<file path="src/rtl/lpm_pkg.sv">
package lpm_pkg;

    localparam int MODE_W = 3;

    localparam logic [MODE_W-1:0] M_ACT  = 3'd0;
    localparam logic [MODE_W-1:0] M_LPM0 = 3'd1;
    localparam logic [MODE_W-1:0] M_LPM1 = 3'd2;
    localparam logic [MODE_W-1:0] M_LPM2 = 3'd3;
    localparam logic [MODE_W-1:0] M_LPM3 = 3'd4;
    localparam logic [MODE_W-1:0] M_LPM4 = 3'd5;

    typedef enum logic [1:0] {
        ST_BOOT    = 2'd0,
        ST_ACTIVE  = 2'd1,
        ST_SLEEP   = 2'd2,
        ST_SERVICE = 2'd3
    } ctl_state_t;

    typedef struct packed {
        logic cpu;
        logic mclk;
        logic smclk;
        logic aclk;
        logic dcgen;
        logic xosc;
    } gate_t;

    localparam gate_t GATE_ALL_ON = '{cpu: 1'b1, mclk: 1'b1, smclk: 1'b1,
                                      aclk: 1'b1, dcgen: 1'b1, xosc: 1'b1};

    function automatic logic is_sleep_code(input logic [MODE_W-1:0] m);
        return (m >= M_LPM0) && (m <= M_LPM4);
    endfunction

endpackage

</file>
<file path="src/rtl/lpm_vec_check.sv">
module lpm_vec_check #(
    parameter int VEC_W = 16
) (
    input  logic [VEC_W-1:0] vec,
    output logic             blank
);
    localparam logic [VEC_W-1:0] BLANK_WORD = {VEC_W{1'b1}};

    always_comb begin
        blank = (vec == BLANK_WORD);
    end
endmodule

</file>
<file path="src/rtl/lpm_mode_fsm.sv">
module lpm_mode_fsm
    import lpm_pkg::*;
(
    input  logic              clk,
    input  logic              rst_n,
    input  logic              boot_blank,
    input  logic              mode_wr,
    input  logic [MODE_W-1:0] mode_sel,
    input  logic              irq_req,
    input  logic              irq_ret,
    input  logic              save_clr,
    output logic [MODE_W-1:0] mode_q,
    output logic [MODE_W-1:0] mode_nxt,
    output logic              wake_q
);
    ctl_state_t        state_q, state_nxt;
    logic [MODE_W-1:0] saved_q, saved_nxt;
    logic              wake_nxt;
    logic [MODE_W-1:0] ret_mode;

    // State register
    always_ff @(posedge clk or negedge rst_n) begin
        if (!rst_n) begin
            state_q <= ST_BOOT;
        end else begin
            state_q <= state_nxt;
        end
    end

    // Transition and mode-update logic
    always_comb begin
        state_nxt = state_q;
        mode_nxt  = mode_q;
        saved_nxt = saved_q;
        wake_nxt  = 1'b0;
        ret_mode  = save_clr ? M_ACT : saved_q;
        unique case (state_q)
            ST_BOOT: begin
                if (boot_blank) begin
                    state_nxt = ST_SLEEP;
                    mode_nxt  = M_LPM4;
                end else begin
                    state_nxt = ST_ACTIVE;
                    mode_nxt  = M_ACT;
                end
            end
            ST_ACTIVE: begin
                if (irq_req) begin
                    state_nxt = ST_SERVICE;
                    saved_nxt = M_ACT;
                end else if (mode_wr && is_sleep_code(mode_sel)) begin
                    state_nxt = ST_SLEEP;
                    mode_nxt  = mode_sel;
                end
            end
            ST_SLEEP: begin
                if (irq_req) begin
                    state_nxt = ST_SERVICE;
                    saved_nxt = mode_q;
                    mode_nxt  = M_ACT;
                    wake_nxt  = 1'b1;
                end
            end
            ST_SERVICE: begin
                if (irq_ret) begin
                    mode_nxt  = ret_mode;
                    saved_nxt = M_ACT;
                    state_nxt = is_sleep_code(ret_mode) ? ST_SLEEP : ST_ACTIVE;
                end else if (save_clr) begin
                    saved_nxt = M_ACT;
                end
            end
            default: begin
                state_nxt = ST_ACTIVE;
                mode_nxt  = M_ACT;
            end
        endcase
    end

    // Output registers: mode, saved mode, wake pulse
    always_ff @(posedge clk or negedge rst_n) begin
        if (!rst_n) begin
            mode_q  <= M_ACT;
            saved_q <= M_ACT;
            wake_q  <= 1'b0;
        end else begin
            mode_q  <= mode_nxt;
            saved_q <= saved_nxt;
            wake_q  <= wake_nxt;
        end
    end
endmodule

</file>
<file path="src/rtl/lpm_gate_table.sv">
module lpm_gate_table
    import lpm_pkg::*;
(
    input  logic              clk,
    input  logic              rst_n,
    input  logic [MODE_W-1:0] mode_nxt,
    input  logic              osc_used,
    output gate_t             gate_q
);
    gate_t gate_nxt;

    always_comb begin
        gate_nxt = GATE_ALL_ON;
        unique case (mode_nxt)
            M_LPM0: begin
                gate_nxt.cpu  = 1'b0;
                gate_nxt.mclk = 1'b0;
            end
            M_LPM1: begin
                gate_nxt.cpu   = 1'b0;
                gate_nxt.mclk  = 1'b0;
                gate_nxt.dcgen = osc_used;
            end
            M_LPM2: begin
                gate_nxt.cpu   = 1'b0;
                gate_nxt.mclk  = 1'b0;
                gate_nxt.smclk = 1'b0;
            end
            M_LPM3: begin
                gate_nxt.cpu   = 1'b0;
                gate_nxt.mclk  = 1'b0;
                gate_nxt.smclk = 1'b0;
                gate_nxt.dcgen = 1'b0;
            end
            M_LPM4: begin
                gate_nxt = '0;
            end
            default: begin
                gate_nxt = GATE_ALL_ON;
            end
        endcase
    end

    always_ff @(posedge clk or negedge rst_n) begin
        if (!rst_n) begin
            gate_q <= GATE_ALL_ON;
        end else begin
            gate_q <= gate_nxt;
        end
    end
endmodule

</file>
<file path="src/rtl/lpm_clk_ctrl.sv">
module lpm_clk_ctrl
    import lpm_pkg::*;
#(
    parameter int VEC_W = 16
) (
    input  logic              clk,
    input  logic              rst_n,
    input  logic [VEC_W-1:0]  rst_vec,
    input  logic              mode_wr,
    input  logic [MODE_W-1:0] mode_sel,
    input  logic              irq_req,
    input  logic              irq_ret,
    input  logic              save_clr,
    input  logic              osc_used,
    output logic              cpu_en,
    output logic              mclk_en,
    output logic              smclk_en,
    output logic              aclk_en,
    output logic              dcgen_en,
    output logic              xosc_en,
    output logic [MODE_W-1:0] cur_mode,
    output logic              wake
);
    logic              boot_blank;
    logic [MODE_W-1:0] mode_q;
    logic [MODE_W-1:0] mode_nxt;
    gate_t             gate_q;

    lpm_vec_check #(.VEC_W(VEC_W)) u_vec (
        .vec   (rst_vec),
        .blank (boot_blank)
    );

    lpm_mode_fsm u_fsm (
        .clk        (clk),
        .rst_n      (rst_n),
        .boot_blank (boot_blank),
        .mode_wr    (mode_wr),
        .mode_sel   (mode_sel),
        .irq_req    (irq_req),
        .irq_ret    (irq_ret),
        .save_clr   (save_clr),
        .mode_q     (mode_q),
        .mode_nxt   (mode_nxt),
        .wake_q     (wake)
    );

    lpm_gate_table u_gate (
        .clk      (clk),
        .rst_n    (rst_n),
        .mode_nxt (mode_nxt),
        .osc_used (osc_used),
        .gate_q   (gate_q)
    );

    always_comb begin
        cur_mode = mode_q;
        cpu_en   = gate_q.cpu;
        mclk_en  = gate_q.mclk;
        smclk_en = gate_q.smclk;
        aclk_en  = gate_q.aclk;
        dcgen_en = gate_q.dcgen;
        xosc_en  = gate_q.xosc;
    end
endmodule

</file>
<file path="config.mk">
export PLATFORM = sky130hd
export DESIGN_NAME = lpm_clk_ctrl
export DESIGN_NICKNAME = d
export VERILOG_FILES = /design/src/rtl/lpm_pkg.sv /design/src/rtl/lpm_vec_check.sv /design/src/rtl/lpm_mode_fsm.sv /design/src/rtl/lpm_gate_table.sv /design/src/rtl/lpm_clk_ctrl.sv
export SDC_FILE = /design/constraint.sdc
export NUM_CORES = 1
export LEC_CHECK = 0
export ABC_CLOCK_PERIOD_IN_PS = 1500
export BUFFER_PORTS_ARGS = -buffer_cell sky130_fd_sc_hd__buf_2
export CORE_UTILIZATION = 42
export CTS_CLUSTER_SIZE = 40
export DETAILED_ROUTE_END_ITERATION = 8
export PLACE_DENSITY_LB_ADDON = 0.1
export REMOVE_ABC_BUFFERS = 1
export SLEW_MARGIN = 40
export SYNTH_ARGS = -nofsm -noshare
export SYNTH_HDL_FRONTEND = slang
export SYNTH_SLANG_ARGS = --single-unit
</file>
<file path="constraint.sdc">
create_clock -name clk -period 1.5 [get_ports clk]
set_clock_uncertainty 0.15 [all_clocks]
set_input_delay 0.3 -clock clk [delete_from_list [all_inputs] [get_ports clk]]
set_output_delay 0.3 -clock clk [all_outputs]
set_load 0.01 [all_outputs]
</file>
# Word level (Yosys, flattened, before mapping)

Cells that the tools add are included.

$lt $le $gt $ge: 4
Eq/ne operators: 13
Muxes and demuxes: 24
Reduce and logical (&&, ||, !) cells: 10

Operator list:

| operator                                                                            | count |
|---|---|
| 3-bit 2-to-1 mux                                                                    | 9 |
| 16-bit == test, second input constant                                               | 1 |
| 2-bit 2-to-1 mux                                                                    | 7 |
| 3-bit one-hot mux with 4 select lines                                               | 1 |
| 3-bit one-hot mux with 3 select lines                                               | 1 |
| 2-bit one-hot mux with 4 select lines                                               | 1 |
| 3-bit by 2-bit == test with 1-bit output, second input constant                     | 2 |
| 3-bit == test, second input constant                                                | 2 |
| 3-bit by 1-bit greater-or-equal comparator with 1-bit output, second input constant | 2 |
| 3-bit <= comparator, second input constant                                          | 2 |
| 2-bit inequality test, second input constant                                        | 3 |
| 3-bit AND reduction                                                                 | 2 |
| 5-bit OR reduction                                                                  | 1 |
| 2-bit == test, second input constant                                                | 2 |
| 1-bit 2-to-1 mux                                                                    | 4 |
| 3-bit by 1-bit == test with 1-bit output, second input constant                     | 1 |
| 1-bit logical AND                                                                   | 3 |
| 3-bit by 2-bit inequality test with 1-bit output, second input constant             | 1 |
| 3-bit nonzero test                                                                  | 1 |
| 3-bit OR reduction                                                                  | 1 |
| 2-bit by 1-bit == test with 1-bit output, second input constant                     | 1 |
| 2-bit zero test                                                                     | 1 |
| 1-bit one-hot mux with 2 select lines                                               | 1 |
| 2-bit OR reduction                                                                  | 1 |

Flip-flop bits (word level): 14
Bits of input ports: 26
Output and inout bits: 10
Logic and storage cells: 60

# Longest topological paths before layout

Gate-level depths: netlist (run 1).

Word-level depth: 9
Mapped depth: 6

# By module

A second synthesis (run 1) with hierarchy kept.

Cell total of the unflattened synthesis: 92
Area, all modules: 868.3 um2

Modules (own cells, without submodules):

| module         | times used | cells each | area each (um2) | sequential area each (um2) |
|---|---|---|---|---|
| lpm_mode_fsm   | 1          | 71         | 643.1           | 225.2 |
| lpm_gate_table | 1          | 16         | 187.7           | 105.1 |
| lpm_vec_check  | 1          | 5          | 37.5            | 0.0 |

# Worst setup path after synthesis (run 1)

No wires, ideal clock.

Kind: reg2reg
From: register u_fsm.state_q[1]
To: register u_fsm.state_q[1]
Setup time: 0.125 ns
Data arrival time: 1.261 ns
Setup slack: -0.036 ns
Cell stages (with the launch flop): 6
Period minus slack after synthesis: 1.536 ns
Cell sequence: dfrtp_1 > buf_2 > nor2_1 > o21ai_0 > a31oi_1 > mux2_2

Longest elaborated chain between the ends: 3
Elaborated cells between the ends (all ways): 9

RTL lines:

| item                                                                                                       | RTL line           | RTL |
|---|---|---|
| start: declaration                                                                                         | lpm_mode_fsm.sv:16 | `ctl_state_t state_q, state_nxt;` |
| start signal: assignment                                                                                   | lpm_mode_fsm.sv:26 | `state_q <= state_nxt;` |
| 2-bit by 1-bit == test with 1-bit output or 2-bit == test (tied branches)                                  | lpm_mode_fsm.sv:37 | `unique case (state_q)` |
| 3-bit by 2-bit inequality test with 1-bit output (no source line) or 2-bit inequality test (tied branches) | -                  |  |
| 3-bit AND reduction (no source line)                                                                       | -                  |  |

Parallel ways exist; a longest one is shown, timed or not.
A chain may end at the register's enable or synchronous reset.

# Worst setup path in the final report (run 1)

Ends and elaborated chain as after synthesis.

==> summary.txt, run 1 <==
Synth
  – Seq/Total Area, Yosys: 0.368
  – Commonest cells post-synth: dfrtp_1 (9), nor2_1 (8), a22o_1 (6), nand2b_1 (6), nand4_1 (5)
  – Asr flop ratio synth: 1.00
  – XOR/XNOR Fraction of Synth Area: 0.00976
  – Cells after synthesis: 98
  – Synth Cell Area: between 800 and 900 sq um
  – Synth Area in Compound Gates: 0.264
  – EDFF count, synth: 0
  – Synth Area per Inst: 9.15 sq um
  – Synth unique cells: 36
  – Number of synthesized register bits: 13
  – Adder-Cell Fraction of Synth Area: 0
  – Mux cell area share after synthesis: 0.0126
  – Largest family of logic cells by synthesized area: simple AND/OR/NAND/NOR gates
  – Post-synth top area cell: dfrtp_1
  – Top FF cell, synth: dfrtp_1
  – Post-Synth Simple-Gate Area: 0.287
  – Synth top area share: 0.251
  – Synth warnings: 0
  – Most frequent cell after synthesis: dfrtp_1
  – Area contributors post-synth: dfrtp_1 (25%), dfstp_2 (12%), a22o_1 (5.9%)

Clock tree
  – Reg clk slew, reported paths: ~0.07 ns
  – Max Buffers Root-to-Sink: 2
  – CTS buffer count: 3
  – CTS tree: done
  – Skew-Pair Late Insertion Delay: 0.28 ns
  – H-tree Lvls: 1
  – CTS sink cnt: 13
  – Root Buffer: clkbuf_4

Detailed routing
  – Vias/cell: around 5.5
  – Residual DRC count: 0
  – DRT iter0 DRCs: 20
  – Post-route ant nets: 0
  – Final WL: about 2600 um
  – Via count: about 990
  – DRT Pass-1 Iters: 4
  – Wirelength per Cell: approximately 14 um

Placed design
  – GPL Wtd Cong: roughly 0.8
  – Area post-placement: between 1000 and 1500 sq um
  – I/O Buffers: 35
  – Dpl cells: roughly 170
  – Hpwl dp: 1960 um

Run status
  – Violated checks: setup timing
  – Status: complete, but fails checks

Cells and area
  – Filler-free cell count of the finished design: between 150 and 200
  – Number of fill cells: between 150 and 200
  – Area grow syn2layout: 50.1%
  – Layout Nets: 180
  – Utilization after layout: 0.679
  – ANT cells: 0
  – Layout cells sized above 1: 0.575
  – Finished Cell Area: around 1300 sq um

Setup path
  – Crit path DAT: 1.60 ns
  – Worst setup SP type: register
  – CP required: 1.51 ns
  – CP max FO: 7
  – CP Capture Type: register
  – Worst Setup Path Type: register to register

Pwr
  – PD cells: roughly 1900 nW/um^2
  – Final total power: 2600 uW
  – VDD IR max: 1290 uV
  – LEAKAGE: 0.000606 uW

Job
  – MaxCap Viol Count: 0

STA
  – Fmax: between 600 and 700 MHz
  – Tcrit/Tclk final: 1.06
  – Slew margin rel.: 0.709
  – Final setup margin: -0.0896 ns
  – Worst-Margin Slew: between 0.4 and 0.5 ns
  – Hold Violations, Final: 0
  – Slew Limit Fails: 0
  – RSZ-0062 raised after global routing: true
  – Final worst path period need: approximately 1.6 ns
  – Setup Viol. Count Final: 5

Floorplanning
  – Die height: slightly below 50 um
  – Row count: 16
  – Core footprint: slightly below 2000 sq um
  – Starting Density: 0.453
  – Die area: roughly 2300 sq um
  – # IOs: 36
  – Die Wd: a little under 50 um

Global route
  – Largest net degree at the start of global routing: 14
  – Remaining Overflow, GRT: 0
  – Initial antenna violation count: 0
  – Vias in the first global route: about 990
  – Global Route Usage Sum: 0.267
  – First-pass GRT wire length: 4170 um

Hold path
  – Hold crit path type: primary input to register
## power by group
group / switching (uW) / total, uW / internal (uW)
Combinational: 830 / 1710 / 876
Clock: 110 / 213 / 103
Sequential: 144 / 680 / 536
Total: 1080 / 2600 / 1510
## metrics by stage
stage	hold slack, ns	TNS [ns]	setup slack [ns]
5_1_grt	0.138	-0.911	-0.154
3_3_place_gp	0.0479	-0.758	-0.145
2_1_floorplan	-0.146	-0.424	-0.109
6_report	0.131	-0.374	-0.0896
3_5_place_dp	0.0505	-0.930	-0.171
4_1_cts	0.125	-0.320	-0.0770
## layout by cell type, fill, tap and decap left out, types with 3 or more instances in the layout
| cell | n |
|---|---|
| buf_2 | 35 |
| buf_4 | 20 |
| nor2_1 | 7 |
| dfrtp_1 | 7 |
| nand2b_1 | 6 |
| a22o_1 | 6 |
| nand4_1 | 5 |
| nand2_1 | 4 |
| dfstp_2 | 4 |
| a31oi_2 | 3 |
| and2_4 | 3 |
| nand3b_1 | 3 |
| clkbuf_4 | 3 |
## path summary, 6_finish.rpt
check | to | slack [ns] | from | cells past startpoint
min in group asynchronous | u_fsm.saved_q[1]$_DFFE_PN0P_ | 0.28 | rst_n | 2
max in group asynchronous | u_gate.gate_q[5]$_DFF_PN1_ | 0.64 | rst_n | 2
worst min register to register | u_fsm.saved_q[0]$_DFFE_PN0P_ | 0.53 | u_fsm.saved_q[0]$_DFFE_PN0P_ | 2
worst max register to register | u_fsm.state_q[1]$_DFFE_PN0P_ | -0.09 | u_fsm.state_q[1]$_DFFE_PN0P_ | 6
worst min-delay path | u_gate.gate_q[1]$_DFF_PN1_ | 0.13 | osc_used | 3
worst max-delay path | u_fsm.state_q[1]$_DFFE_PN0P_ | -0.09 | u_fsm.state_q[1]$_DFFE_PN0P_ | 6
## worst max-delay path, cell delays in order (launching register included)
cell and delay, ns:
dfrtp_2 0.47, buf_4 0.16, nor2_1 0.08, o41a_1 0.18
inv_2 0.07, o21a_1 0.11, mux2_2 0.26
## area by class of cell
type,instances,area (sq um),area share
Tap cell,27,33.8,0.0251
Inverter,4,15.0,0.0112
Timing Repair Buffer,57,347,0.257
Clock buffer,4,26.3,0.0195
Multi-Input combinational cell,75,592,0.440
Sequential cell,13,333,0.247
## sequential cells by signal (all words and copies together), names as in the netlist
| register | count |
|---|---|
| u_fsm.wake_q | 1 |
| u_fsm.saved_q | 3 |
| u_fsm.state_q | 2 |
| u_fsm.mode_q | 3 |
| u_gate.gate_q | 4 |
## logic make-up after synthesis
family          after synthesis
buf+inv                      10
xor+xnor                      1
compound gates               29
mux                           1
flops                        13
simple gates                 44
## per-layer routing
metal  routed length, um  share of wire  track usage  up-vias
li1                    -              -            -      474
met1                1060           0.41        0.310      460
met2                1310           0.51        0.488       46
met3                 185          0.071       0.0556        5
met4                  35          0.014       0.0833        0
met5                   0              0            0        -
## repair_timing
item	4_1_cts	5_1_grt
buffers inserted	4	0
hold endpoints to repair	9	0
hold buffers	1	0
setup endpoints to repair	10	12
gates resized for setup	13	8
pin swaps	5	6
Power figures use the tool's default switching activity.
==> inputs of run 2 (changes only) <==
CORE_MARGIN = 4   (was not set)
SKIP_CTS_REPAIR_TIMING = 1   (was not set)
==> run 2 against run 1 <==
  * The run still ends with setup timing left
  * Maximum frequency is 0.89% lower
  * Wire length is 11% higher
  * First-iteration DRC count is 30% lower
  * Sequential share of layout area is 0.65 points lower
  * Flip-flop and latch count stayed put
  * Core utilization is 1.1 points higher
  * Clock power is 2% higher
==> summary.txt, run 2 (synthesized netlist as in run 1, its figures left out) <==
Setup path
  – CP max FO: 7
  – Worst setup SP type: register
  – CP Capture Type: register
  – Critical path cell sequence: buf_6 -> nor2_2 -> o41a_1 -> inv_2 -> o21a_1 -> mux2_2
  – CP required: approximately 1.5 ns
  – FF-to-FF Start: u_fsm.state_q[1]$_DFFE_PN0P_
  – CP delay by family, top: flip-flops
  – Worst path slowest cell: dfrtp_2
  – Setup slack, reg-to-reg: -0.10 ns
  – Worst Reg2Reg Path Length in Cells: 6
  – R2r endpoint: u_fsm.state_q[1]$_DFFE_PN0P_
  – Largest stage delay, worst path: ~0.47 ns
  – Worst Setup Path Type: register to register
  – Worst setup startpoint: u_fsm.state_q[1]$_DFFE_PN0P_
  – Number of buffers and inverters on the critical path: 2
  – Crit path DAT: ~1.6 ns

Run status
  – Violated checks: setup timing
  – Status: complete, but fails checks

Cells and area
  – Finished Cell Area: about 1400 sq um
  – ANT cells: 0
  – Top Registers: u_gate.gate_q: 4 flops, u_fsm.mode_q: 3 flops, u_fsm.saved_q: 3 flops
  – Most frequent cells in the layout: buf_2 (36), buf_4 (22), dfrtp_1 (7), nand2b_1 (6), a22o_1 (6)
  – Layout Nets: roughly 190
  – Number of fill cells: approximately 180
  – Top reg by flops: u_gate.gate_q
  – Utilization after layout: 0.691
  – Largest register FFs: 4
  – Area grow syn2layout: 54.1%
  – Layout cells sized above 1: 0.582
  – Commonest non-fill, non-tap cell in the layout: buf_2

Clock tree
  – CTS sink cnt: 13
  – Reg clk slew, reported paths: ~0.080 ns
  – Root Buffer: clkbuf_4
  – CTS tree: done
  – Skew-Pair Late Insertion Delay: 0.28 ns
  – Max Buffers Root-to-Sink: 2
  – CTS buffer count: 3
  – H-tree Lvls: 1

Pwr
  – Internal power: ~1600 uW
  – Seq pwr share: 0.254
  – Combinational fraction of design power: 0.668
  – Clk network pwr share: 0.079
  – Final total power: around 2800 uW
  – Sw power: around 1100 uW
  – Sw Ratio: 0.410
  – PD cells: ~2000 nW/um^2
  – VDD IR max: between 1000 and 1500 uV
  – LEAKAGE: 0.000632 uW

Floorplanning
  – Starting Density: 0.448
  – Row count: 16
  – Core footprint: around 2000 sq um
  – Die height: approximately 54 um
  – Die Wd: between 50 and 60 um
  – Die area: just under 3000 sq um
  – # IOs: 36

STA
  – Setup Viol. Count Final: 9
  – Fmax: between 600 and 700 MHz
  – Slew Limit Fails: 0
  – Slew margin rel.: 0.749
  – Final setup margin: -0.104 ns
  – Final worst path period need: between 1.5 and 2 ns
  – Tcrit/Tclk final: 1.07
  – RSZ-0062 raised after global routing: true
  – Worst-Margin Slew: approximately 0.37 ns
  – Setup TNS Final: -0.539 ns
  – Hold Violations, Final: 0

Detailed routing
  – Post-route ant nets: 0
  – Wirelength per Cell: roughly 16 um
  – Via count: 997
  – Final WL: ~2900 um
  – DRT iter0 DRCs: 14
  – Vias/cell: approximately 5.4
  – Residual DRC count: 0
  – DRT Pass-1 Iters: 4

Hold path
  – Hold crit path type: primary input to register
  – Hold Path Sink: u_gate.gate_q[1]$_DFF_PN1_
  – Worst hold start: osc_used
  – Hold depth: 3

Global route
  – Remaining Overflow, GRT: 0
  – GR peak layer: met2
  – Met1 Use GR: 0.223
  – Largest net degree at the start of global routing: 14
  – Vias in the first global route: 943
  – Grt met2 use: 0.345
  – Global Route Usage Sum: 0.193
  – Global routing usage on met3: 0.0572
  – First-pass GRT wire length: 4090 um
  – Initial antenna violation count: 0

Placed design
  – Area post-placement: 1200 sq um
  – Place WS: -0.220 ns
  – I/O Buffers: 35
  – GPL Wtd Cong: 0.915
  – Hpwl dp: around 2200 um

Job
  – MaxCap Viol Count: 0
[run 2: per-stage QoR]
| stage | hold WS (ns) | std cells |
|---|---|---|
| floorplan | -0.146 | 92 |
| detailed placement | 0.0500 | 172 |
| finish | 0.149 | 185 |
| CTS | -0.245 | 176 |
| global placement | 0.0451 | 172 |
| global route | 0.173 | 185 |
[run 2: worst min-delay path, delay by kind of cell]
| family | cells | cell delay, ns |
|---|---|---|
| AO/OA/AOI/OAI | 1 | 0.06 |
| buffers and inverters | 1 | 0.10 |
| AND/OR/NAND/NOR | 1 | 0.11 |
[run 2: final cells by class]
type	count	area [sq um]	area share
Multi-Input combinational cell	75	586	0.424
Timing Repair Buffer	62	389	0.281
Sequential cell	13	333	0.241
Tap cell	27	33.8	0.0244
Clock buffer	4	26.3	0.0190
Inverter	4	15.0	0.0109
[run 2: how the worst max path moves through the flow]
stage	end	depth (start not counted)
floorplan	u_fsm.state_q[1]$_DFFE_PN0P_	4
global placement	u_fsm.state_q[1]$_DFFE_PN0P_	4
detailed placement	u_gate.gate_q[3]$_DFF_PN1_	5
CTS	u_gate.gate_q[1]$_DFF_PN1_	5
global route	u_fsm.state_q[1]$_DFFE_PN0P_	6
finish	u_fsm.state_q[1]$_DFFE_PN0P_	6
[run 2: metal layers]
layer  vias up  wire length, um
li1        483                -
met1       475             1110
met2        34             1530
met3         5              202
met4         0               27
met5         -                0
[run 2: power by group through the flow]
stage               sequential [uW]  combinational, uW  clock (uW)
floorplan                       757                740           0
global placement                695               1390           0
detailed placement              698               1420           0
CTS                             698               1430         217
global route                    716               1980         242
finish                          702               1850         217
==> inputs of run 3 (changes only) <==
==> constraint.sdc (replaced) <==
create_clock -name clk -period 1.5 [get_ports clk]
set_clock_uncertainty 0.15 [all_clocks]
set_input_delay 0.15 -clock clk [delete_from_list [all_inputs] [get_ports clk]]
set_output_delay 0.15 -clock clk [all_outputs]
set_load 0.01 [all_outputs]
==> run 3 against run 2 <==
  * Worst setup slack lost 0.0038 ns
  * The run still ends with setup timing left
  * Final cell count fell by 5.4%
  * Total power decreased by 4.2%
  * Clock power about the same
  * Maximum frequency down 0.24%
  * Critical path depth fell by 1
  * Non-clock buffer count fell by 10
  * Die area is the same
  * Core utilization is 3.3 points lower
  * Global-route usage down 0.65 points
==> summary.txt, run 3 (synthesized netlist as in run 1, its figures left out) <==
STA
  – Setup Viol. Count Final: 6
  – Setup TNS Final: -0.349 ns
  – Worst hold slack: between 0.009 and 0.01 ns
  – Slew Limit Fails: 0
  – Worst-Margin Slew: roughly 0.4 ns
  – Tcrit/Tclk final: 1.07
  – Fmax: approximately 620 MHz
  – Final worst path period need: 1.61 ns
  – RSZ-0062 raised after global routing: true
  – Slew margin rel.: 0.726
  – Hold Violations, Final: 0
  – Final setup margin: -0.108 ns

Global route
  – Grt met2 use: 0.311
  – Remaining Overflow, GRT: 0
  – Vias in the first global route: 900
  – Global Route Usage Sum: 0.186
  – Largest net degree at the start of global routing: 14
  – First-pass GRT wire length: 3940 um
  – GR peak layer: met2
  – Met1 Use GR: 0.226
  – Initial antenna violation count: 0
  – Global routing usage on met3: 0.0572

Pwr
  – LEAKAGE: about 0.00058 uW
  – Seq pwr share: 0.259
  – Combinational fraction of design power: 0.660
  – Sw power: ~1100 uW
  – VDD IR max: between 1000 and 1500 uV
  – Internal power: roughly 1500 uW
  – Sw Ratio: 0.418
  – PD cells: around 2000 nW/um^2
  – Clk network pwr share: 0.081

Cells and area
  – Footprint of the multi-input gates: just under 600 sq um
  – Utilization after layout: 0.658
  – Number of fill cells: ~180
  – Top Registers: u_gate.gate_q: 4 flops, u_fsm.mode_q: 3 flops, u_fsm.saved_q: 3 flops
  – Area grow syn2layout: 46.7%
  – Sequential cell area: between 300 and 400 sq um
  – Top reg by flops: u_gate.gate_q
  – Layout Nets: roughly 180
  – Most frequent cells in the layout: buf_2 (35), buf_4 (14), nor2_1 (8)
  – ANT cells: 0
  – Layout cells sized above 1: 0.547
  – Largest register FFs: 4
  – Commonest non-fill, non-tap cell in the layout: buf_2

Run status
  – Violated checks: setup timing
  – Status: complete, but fails checks

Clock tree
  – Reg clk slew, reported paths: 0.08 ns
  – CTS sink cnt: 13
  – CTS tree: done
  – Max Buffers Root-to-Sink: 2
  – Skew-Pair Late Insertion Delay: between 0.2 and 0.3 ns
  – Root Buffer: clkbuf_4
  – H-tree Lvls: 1
  – CTS buffer count: 3

Detailed routing
  – Via count: about 950
  – Vias/cell: between 5 and 6
  – Wirelength per Cell: around 15 um
  – Post-route ant nets: 0
  – DRT Pass-1 Iters: 4
  – Final WL: roughly 2600 um
  – DRT iter0 DRCs: 16
  – Residual DRC count: 0

Placed design
  – Hpwl dp: around 2000 um
  – I/O Buffers: 35
  – GPL Wtd Cong: ~0.84

Setup path
  – CP required: between 1.5 and 2 ns
  – Worst Setup Path Type: register to register
  – Critical path cell sequence: buf_6 -> a311oi_4 -> a21oi_2 -> or2_0 -> a31oi_1
  – CP Capture Type: register
  – Crit path DAT: between 1.5 and 2 ns
  – CP delay by family, top: compound AO/OA/AOI/OAI gates
  – CP max FO: 6
  – Number of buffers and inverters on the critical path: 1
  – Worst path slowest cell: dfrtp_2
  – Largest stage delay, worst path: 0.45 ns
  – Worst setup SP type: register

Floorplanning
  – # IOs: 36
  – Die Wd: 54.2 um
  – Row count: 16
  – Core footprint: between 2000 and 2500 sq um
  – Die area: 2940 sq um
  – Starting Density: 0.448
  – Die height: roughly 54 um

Job
  – MaxCap Viol Count: 0

Hold path
  – Hold crit path type: primary input to register
==> run 3: changes by cell type in the layout (fill, tap and decap cells not counted), sizes merged <==
cell / change
buf: -10
==> run 3: metrics by stage <==
stage          std cells  worst slack [ns]  power (uW)  instance area, sq um
4_1_cts              170            -0.192        2280                  1180
6_report             175            -0.108        2650                  1320
5_1_grt              175            -0.153        2840                  1320
3_5_place_dp         166            -0.164        2060                  1160
3_3_place_gp         166            -0.127        2040                  1160
2_1_floorplan         92            -0.109        1500                   860
==> run 3: layout make-up <==
cell class	instances	share of cell area
Clock buffer	4	0.0200
Inverter	4	0.0114
Multi-Input combinational cell	75	0.452
Sequential cell	13	0.254
Tap cell	27	0.0257
Timing Repair Buffer	52	0.238
==> run 3: worst paths after layout <==
path	depth (start not counted)	startpoint	slack, ns	endpoint
min	3	osc_used	0.009	u_gate.gate_q[1]$_DFF_PN1_
max	5	u_fsm.state_q[1]$_DFFE_PN0P_	-0.11	u_gate.gate_q[5]$_DFF_PN1_
min in group asynchronous	2	rst_n	0.13	u_fsm.saved_q[2]$_DFFE_PN0P_
max reg2reg	5	u_fsm.state_q[1]$_DFFE_PN0P_	-0.11	u_gate.gate_q[5]$_DFF_PN1_
max in group asynchronous	2	rst_n	0.79	u_gate.gate_q[1]$_DFF_PN1_
min reg2reg	1	u_fsm.saved_q[0]$_DFFE_PN0P_	0.44	u_fsm.saved_q[0]$_DFFE_PN0P_
==> run 3: per-layer routing <==
| metal | part of all wire | vias up |
|---|---|---|
| met5 | 0 | - |
| met4 | 0.020 | 0 |
| met3 | 0.073 | 6 |
| met2 | 0.50 | 39 |
| met1 | 0.41 | 447 |
| li1 | - | 459 |
==> run 3: power by group through the flow <==
stage | Sequential (uW) | Combinational [uW] | Clock (uW)
floorplan | 757 | 740 | 0
global placement | 673 | 1360 | 0
detailed placement | 682 | 1380 | 0
CTS | 675 | 1390 | 220
global route | 704 | 1890 | 246
finish | 685 | 1750 | 215
==> run 3: worst reg2reg max path, stage by stage (launching register included) <==
cell and delay, ns:
dfrtp_2 0.45, buf_6 0.15, a311oi_4 0.28, a21oi_2 0.12
or2_0 0.22, a31oi_1 0.16
